**config.mk**
```make
export PLATFORM = sky130hd
export DESIGN_NAME = casc_result_delay
export DESIGN_NICKNAME = d
export VERILOG_FILES = /design/src/rtl/casc_result_delay.sv
export SDC_FILE = /design/constraint.sdc
export NUM_CORES = 1
export LEC_CHECK = 0
export BUFFER_PORTS_ARGS = -buffer_cell sky130_fd_sc_hd__clkbuf_2
export CELL_PAD_IN_SITES_DETAIL_PLACEMENT = 1
export CELL_PAD_IN_SITES_GLOBAL_PLACEMENT = 2
export CORE_MARGIN = 2
export CORE_UTILIZATION = 33
export DETAILED_ROUTE_END_ITERATION = 7
export PLACE_DENSITY = 0.74
export SETUP_SLACK_MARGIN = 0.4
export SLEW_MARGIN = 20
export SYNTH_ARGS = -nofsm -noshare
export SYNTH_HDL_FRONTEND = slang
export SYNTH_SLANG_ARGS = --single-unit
```
**constraint.sdc**
```tcl
create_clock -name clk -period 3.4 [get_ports clk]
set_input_delay 0.51 -clock clk [delete_from_list [all_inputs] [get_ports clk]]
set_output_delay 0.51 -clock clk [all_outputs]
set_load 0.05 [all_outputs]
```
**src/rtl/casc_result_delay.sv**
```systemverilog
module casc_result_delay #(
  parameter int AW   = 22,
  parameter int HLW  = 3,
  parameter int LAT0 = 4,
  parameter int LAT1 = 5,
  parameter int LAT2 = 6
) (
  input  logic          clk,
  input  logic          rst_n,
  input  logic [1:0]    cfg_depth_sel,
  input  logic [HLW-1:0] cfg_extra_lat,
  input  logic          cfg_tail_dev,
  input  logic          cfg_tail_bus,
  input  logic          req_srch,
  input  logic          req_rd,
  input  logic [AW-1:0] req_addr,
  input  logic          hit_loc,
  input  logic          hit_any,
  input  logic          bus_own,
  output logic          res_found,
  output logic          res_valid,
  output logic          res_oe,
  output logic          rack,
  output logic          rack_oe,
  output logic [AW-1:0] ram_addr,
  output logic          ram_ce_n,
  output logic          ram_we_n,
  output logic          ram_ale_n,
  output logic          ram_drv,
  output logic          ram_rd_n,
  output logic          ram_rd_drv,
  output logic          cfg_err
);

  localparam int DEPTH = LAT2 + (1 << HLW) - 1;
  localparam int IW    = $clog2(DEPTH + 1);

  typedef struct packed {
    logic          srch;
    logic          rd;
    logic          loc;
    logic          any;
    logic          own;
    logic [AW-1:0] addr;
  } tok_t;

  tok_t pipe [1:DEPTH];
  tok_t in_tok;
  tok_t bt;
  logic [IW-1:0] base_lat, hit_lat;
  logic h_srch, h_rd, h_loc, h_any, h_own;
  logic b_act, b_busy;

  assign in_tok = '{srch: req_srch, rd: req_rd, loc: hit_loc, any: hit_any,
                    own: bus_own, addr: req_addr};

  always_ff @(posedge clk) begin
    if (!rst_n) begin
      for (int i = 1; i <= DEPTH; i++) pipe[i] <= '0;
    end else begin
      pipe[1] <= in_tok;
      for (int i = 2; i <= DEPTH; i++) pipe[i] <= pipe[i-1];
    end
  end

  always_comb begin
    case (cfg_depth_sel)
      2'd0:    base_lat = IW'(LAT0);
      2'd1:    base_lat = IW'(LAT1);
      default: base_lat = IW'(LAT2);
    endcase
  end

  assign cfg_err = &cfg_depth_sel;
  assign hit_lat = base_lat + IW'(cfg_extra_lat);

  assign bt     = pipe[base_lat];
  assign b_act  = (bt.srch & bt.loc) | (bt.rd & bt.own);
  assign b_busy = (bt.srch & bt.any) | bt.rd;

  always_comb begin
    if (b_act) begin
      ram_addr = bt.addr;
      {ram_ce_n, ram_we_n, ram_ale_n, ram_drv} = 4'b0101;
    end else if (!b_busy && cfg_tail_bus) begin
      ram_addr = '1;
      {ram_ce_n, ram_we_n, ram_ale_n, ram_drv} = 4'b1111;
    end else begin
      ram_addr = '0;
      {ram_ce_n, ram_we_n, ram_ale_n, ram_drv} = 4'b1110;
    end
  end

  assign ram_rd_drv = cfg_tail_bus;
  assign ram_rd_n   = ~(cfg_tail_bus & b_busy);

  assign h_srch = pipe[hit_lat].srch;
  assign h_rd   = pipe[hit_lat].rd;
  assign h_loc  = pipe[hit_lat].loc;
  assign h_any  = pipe[hit_lat].any;
  assign h_own  = pipe[hit_lat].own;

  assign res_found = h_srch & h_loc;
  assign res_valid = h_srch & (h_loc | (~h_any & cfg_tail_dev));
  assign res_oe    = h_srch ? (h_loc | (~h_any & cfg_tail_dev)) : cfg_tail_dev;
  assign rack      = h_rd & h_own;
  assign rack_oe   = h_rd & h_own;

  AST_FOUND_HAS_VALID: assert property (@(posedge clk) disable iff (!rst_n)
    (res_oe && res_found) |-> res_valid);
  AST_RES_RELEASED: assert property (@(posedge clk) disable iff (!rst_n)
    !res_oe |-> (!res_found && !res_valid));
  AST_RAM_IDLE_VALUES: assert property (@(posedge clk) disable iff (!rst_n)
    (ram_drv && ram_ce_n) |-> ((&ram_addr) && ram_we_n && ram_ale_n));
  AST_RAM_RELEASED: assert property (@(posedge clk) disable iff (!rst_n)
    !ram_drv |-> (ram_addr == '0 && ram_ce_n && ram_we_n && ram_ale_n));
  AST_ACK_DRIVEN: assert property (@(posedge clk) disable iff (!rst_n)
    rack |-> rack_oe);
  AST_RD_STROBE_OWNER: assert property (@(posedge clk) disable iff (!rst_n)
    !ram_rd_drv |-> ram_rd_n);
  AST_ACCESS_IS_READ: assert property (@(posedge clk) disable iff (!rst_n)
    !ram_ce_n |-> (ram_we_n && !ram_ale_n && ram_drv));

endmodule

```
Yosys cells after proc, flatten, opt, wreduce, memory -nomap -nowiden
Memories as Yosys holds them, arrays and structs flattened.
Cells that the tools add are included.
- input bits: 36
- word-level logic and storage cells: 55
- memory bits (writable): 351
- register bits: 0
- output and inout port bits: 34
- memories kept: 1
- memories (name ; depth ; width ; read ports ; clocked after memory_dff ; wr ports ; line ; source):
    pipe ; 13 ; 27 ; 14 ; 0 ; 13 ; 47 ; tok_t pipe [1:DEPTH];
- reductions and logical operators: 4
- mux-type cells: 22
- $add $sub $neg: 1
- equal/unequal tests: 1
- bitwise operators: 26
- operator list (cell ; count):
    $mux W27 ; 13
    $mux W22 ; 2
    $or A1 B1 Y1 ; 16
    $and A1 B1 Y1 ; 8
    $mux W1 ; 6
    $add A4 B3 Y4 ; 1
    $pmux W2 S2 ; 1
    $eq A2 B1 Y1 const B ; 1
    $logic_not A2 Y1 ; 1
    $not A1 Y1 ; 2
    $reduce_and A2 Y1 ; 1
    $logic_and A1 B1 Y1 ; 1
    $logic_not A1 Y1 ; 1

Depth between registers and ports, before layout
An unclocked memory read counts as a cell.
- word-level depth: 9
- gate-level depth with buffers: 14
- depth with buffers taken out: 9

Worst setup path after synthesis
Ideal clock, no wire load.
- path kind: input -> output
- start point: in cfg_depth_sel[1]
- end point: out res_valid
- path buffers: 4
- data required time: 2.890 ns
- slack: -0.896 ns
- arrival: 3.786 ns
- stages: 13
- cell sequence: buf_2 buf_1 clkbuf_1 nor2b_1 ha_1 inv_1 fa_1 buf_6 mux4_2 and3_1 a31oi_1 o311ai_0 a21oi_1
- longest elaborated chain between the ends: 8
- elaborated cells on any way between the ends: 9
- those cells by class: add/sub: 1; eq/ne: 1; mux: 1; bitwise: 4; reduce/logical: 1; memory: 1
- RTL lines (what ; line ; source):
    start, declared ; 10 ; input logic [1:0] cfg_depth_sel,
    $eq A2 B1 Y1 / $logic_not A2 Y1 (equally long branches) ; 67 ; case (cfg_depth_sel)
    $pmux W2 S2 (*) ; 67 ;
    $add A4 B3 Y4 (*) ; 75 ; assign hit_lat = base_lat + IW'(cfg_extra_lat);
    $mem_v2 Z13 W27 (*) ; n/a ;
    $not A1 Y1 ; 104 ; assign res_valid = h_srch & (h_loc | (~h_any & cfg_tail_dev));
    $and A1 B1 Y1 ; 104 ;
    $or A1 B1 Y1 ; 104 ;
    $and A1 B1 Y1 (*) ; 104 ;
    end, declared ; 21 ; output logic res_valid,
Every way passes the cells marked *; elsewhere a longest branch is shown, timed or not.

Worst setup path after layout
- start point: in cfg_depth_sel[0]
- end point: out res_oe
- longest elaborated chain between the ends: 8
- elaborated cells on any way between the ends: 9
- those cells by class: add/sub: 1; eq/ne: 1; mux: 2; bitwise: 3; reduce/logical: 1; memory: 1
- RTL lines (what ; line ; source):
    $eq A2 B1 Y1 / $logic_not A2 Y1 (equally long branches) ; 67 ;
    $pmux W2 S2 (*) ; 67 ;
    $add A4 B3 Y4 (*) ; 75 ;
    $mem_v2 Z13 W27 (*) ; n/a ;
    $not A1 Y1 ; 105 ; assign res_oe = h_srch ? (h_loc | (~h_any & cfg_tail_dev)) : cfg_tail_dev;
    $and A1 B1 Y1 ; 105 ;
    $or A1 B1 Y1 ; 105 ;
    $mux W1 (*) ; 105 ;
    end, declared ; 22 ; output logic res_oe,
Marks and branches as above.

==> flow_summary_export.csv <==
group,metric,value,unit
worst_setup_path,path_cells,"buf_8, nor2b_4, ha_4, inv_2, fa_2, mux4_2, and3_4, a31oi_4, o311ai_4, o211ai_1, clkbuf_16",
worst_setup_path,worstReg2RegStart,"pipe[4][26]",
routing,drt_iter0_drc,178,
run_status,violations,"setup timing",
flow_run,cap_violations,0,
worst_setup_path,crit_slowest_cell,"fa_2",
worst_setup_path,start_kind,"input pin",
timing,worstMarginPinSlew,0.771,ns
synth,synth_area,6600,µm²
power,p_switching,0.00120,W
clock_network,clk_pin_slew_worst_paths,0.07,ns
worst_hold_path,min_path_type,"input pin to flop",
run_status,outcome,"complete, but fails checks",
power,power.density,581,nW/µm²
placement,place.port_buffers,68,
synth,synth-simple-area-share,22.8,%
timing,maxSlewHeadroom,48.6,%
timing,finalHoldViolations,0,
power,ir_worst_vdd,0.316,mV
worst_hold_path,min_path_cells,2,
clock_network,clk_latency,0.43,ns
floorplanning,die_area,21100,µm²
synth,synth_mux_area_share,6.31,%
worst_hold_path,min_from,"req_addr[18]",
worst_setup_path,crit_path_max_incr_delay,0.60,ns
floorplanning,row_count,51,
synth,synth-edff-count,0,
final_layout,n_fill_cell,2165,
clock_network,root_buffer,"clkbuf_16",
clock_network,cts_buffers,17,
worst_setup_path,worstRegToRegCells,1,
worst_setup_path,worstPathBufferInverterCount,3,
synth,synth_seq_cells,197,
timing,slew_violations,0,
final_layout,top_register,"pipe",
worst_setup_path,arrival,2.90,ns
power,clkPwrFrac,42.0,%
global_route,use_met2,23.4,%
worst_hold_path,hold_end,"pipe[1][18]",
synth,yosysSeqAreaShare,59.8,%
synth,synth-compound-area-share,6.58,%
final_layout,largest_register_ffs,197,
clock_network,cts_tree,"yes",
synth,synth_top_family_by_area,"simple AND/OR/NAND/NOR gates",
worst_setup_path,critPathTopFamily,"adder cells",
global_route,antenna_found_initial,0,
final_layout,drive_gt1_share,21.2,%
global_route,grt_max_degree,102,
routing,via_per_inst,4.45,
clock_network,cts_hold_buf,0,
final_layout,n_antenna_cell,0,
timing,finalWorstSetupSlack,-0.00803,ns
global_route,gr-max-usage-layer,"met2",
final_layout,synthToLayoutAreaGrowth,28.4,%
placement,gp_congestion,0.828,
global_route,grt_overflow,0,
timing,setup-tns-final,-0.0124,ns
worst_setup_path,crit_cells,11,
synth,syn_inst,623,
final_layout,final_cells,967,
routing,wl_per_cell,14.4,µm
routing,drt-total-wl,13900,µm
global_route,grt_pass1_vias,4634,
clock_network,h-tree-depth,4,
final_layout,reg_top3,"pipe x197",
floorplanning,coreArea,19500,µm²
timing,fin_crit_sh,100,%
synth,syn_avg_cell_area,10.6,µm²
placement,dp.cells,926,
clock_network,cts.sinks,197,
synth,synth_area_leaders,"dfxtp_1 60%, and2_1 19%, mux2i_1 4.1%",
routing,vias,4306,
routing,postRouteAntennaNets,0,
synth,ys_async_sr_fraction,0,%
worst_setup_path,crit_path_end_kind,"primary output",
worst_setup_path,required,2.89,ns
power,p_int,0.00372,W
placement,place_worst_setup_slack,-0.142,ns
final_layout,finish.utilization,43.4,%
routing,drc_errors,0,
final_layout,fin_nets,729,
placement,hpwlAfterDp,8830,µm
floorplanning,die_h,145,µm
synth,synthDistinctLibCells,34,
synth,yosys_warnings,0,
synth,synth_fa_ha_area_share,0.683,%
floorplanning,initial_core_util,33.8,%
floorplanning,io_pins,70,
power,p_leak,3.50,nW
timing,final-setup-viol-count,2,
synth,synth_top_area_share,59.8,%
timing,rsz0062_at_grt,"yes",
synth,synth.largest_area_cell,"dfxtp_1",
timing,post-route-min-period,3.41,ns
timing,fmax,293,MHz
routing,drt_pass1_iterations,4,
worst_setup_path,worstSetupPathType,"input pin to primary output",
worst_setup_path,ff2ff_setup_slack,2.79,ns
clock_network,cts_max_path_buffers,2,
power,comb_power_share,9.9,%
floorplanning,die_w,145,µm
timing,finClkSkew,0.0190,ns
synth,synthXorXnorAreaFrac,0.265,%
global_route,grt_use_total,13.9,%
synth,synth_nets,662,
global_route,grt_first_pass_wirelength,23500,µm
global_route,use_met1,17.2,%
synth,ys.flop_type,"dfxtp_1",
global_route,met3_usage,3.39,%
worst_setup_path,critPathMaxFanout,3,
power,seqPwrFrac,48.1,%
power,switching_share,24.4,%
worst_setup_path,r2r-end,"pipe[5][26]",
-- synthesized netlist by cell type, types with 4 or more instances --
cell type	instances
and2_1	198
dfxtp_1	197
o21ai_0	32
clkbuf_1	31
a21oi_1	29
mux2i_1	27
nor2_1	27
nand2_1	12
nand3_1	9
buf_2	7
buf_4	6
mux4_2	6
nor2b_1	6
a211oi_1	5
o211ai_1	4
-- worst max path at each step --
stage	slack, ns	end	start
2_1_floorplan	-0.47	res_oe	cfg_depth_sel[1]
3_3_place_gp	-0.08	res_valid	cfg_depth_sel[0]
3_5_place_dp	-0.14	res_valid	cfg_depth_sel[0]
4_1_cts	0.008	res_oe	cfg_depth_sel[0]
5_1_grt	-0.12	res_oe	cfg_depth_sel[0]
6_report	-0.008	res_oe	cfg_depth_sel[0]
-- power groups by stage --
stage                     clock network, W  registers [W]  logic (W)
final                              0.00207        0.00237   0.000488
after global routing               0.00224        0.00238   0.000525
after CTS                          0.00214        0.00237   0.000477
after detailed placement                 0        0.00242   0.000430
after global placement                   0        0.00242   0.000421
after floorplan                          0        0.00242   0.000280
-- placed cells by master (no fill, tap or decap), types with 2 or more instances in the layout --
cell | Yosys | layout
nor2_1 | 27 | 26
o211ai_1 | 4 | 4
dfxtp_1 | 197 | 197
buf_6 | 1 | 7
buf_12 | 0 | 24
clkinv_4 | 0 | 2
mux4_2 | 6 | 6
bufinv_16 | 0 | 2
nand3_1 | 9 | 9
clkbuf_2 | 0 | 41
mux2i_1 | 27 | 27
buf_4 | 6 | 17
a21oi_1 | 29 | 28
clkinv_8 | 0 | 2
nor2b_1 | 6 | 5
buf_8 | 0 | 3
inv_1 | 3 | 2
o21ai_1 | 0 | 3
a211oi_1 | 5 | 4
inv_8 | 0 | 2
nand2_1 | 12 | 12
clkbuf_8 | 0 | 3
and2_1 | 198 | 198
o21ai_0 | 32 | 29
nand3b_1 | 2 | 2
clkbuf_16 | 0 | 19
inv_6 | 0 | 3
-- metrics by stage --
stage / area [µm²] / hold slack (ns) / total power, W
after floorplan: 6690 / 0.412 / 0.00270
after global placement: 7610 / 0.413 / 0.00284
after detailed placement: 7610 / 0.420 / 0.00285
after CTS: 8400 / 0.258 / 0.00499
after global routing: 8470 / 0.268 / 0.00514
final: 8470 / 0.273 / 0.00492
-- area by class of cell --
cell class                 count  area (µm²)  share of cell area (%)
inverter                       3        11.3                   0.133
tap                          265         332                    3.91
timing repair buffer          96        1010                    11.9
multi-input combinational    375        2560                    30.2
sequential                   197        3940                    46.6
clock inverter                12         164                    1.93
clock buffer                  19         453                    5.35
-- per-layer routing --
layer / part of all wire [%] / up-vias
li1: - / 2143
met1: 47 / 2087
met2: 49 / 59
met3: 2.6 / 17
met4: 1.6 / 0
met5: 0 / -
-- what timing repair did --
| action | in CTS | in global routing |
|---|---|---|
| setup buffers | 7 | 2 |
| cloned | 1 | 0 |
| hold endpoints to repair | 0 | 0 |
| setup endpoints to repair | 31 | 31 |
| resized for setup | 22 | 15 |
| pin swaps | 4 | 9 |
-- kinds of logic (layout without fill, tap and decap cells) --
logic type	count (synthesis)	in the layout
DFF	197	197
and+or+nand+nor	258	258
xor gates and xnor gates	2	2
buffers and inverters	51	130
AOI/OAI and AO/OA	77	77
adders and majority gates	3	3
other	1	1
muxes	34	34
No activity file was read; power rests on OpenSTA's default activity.
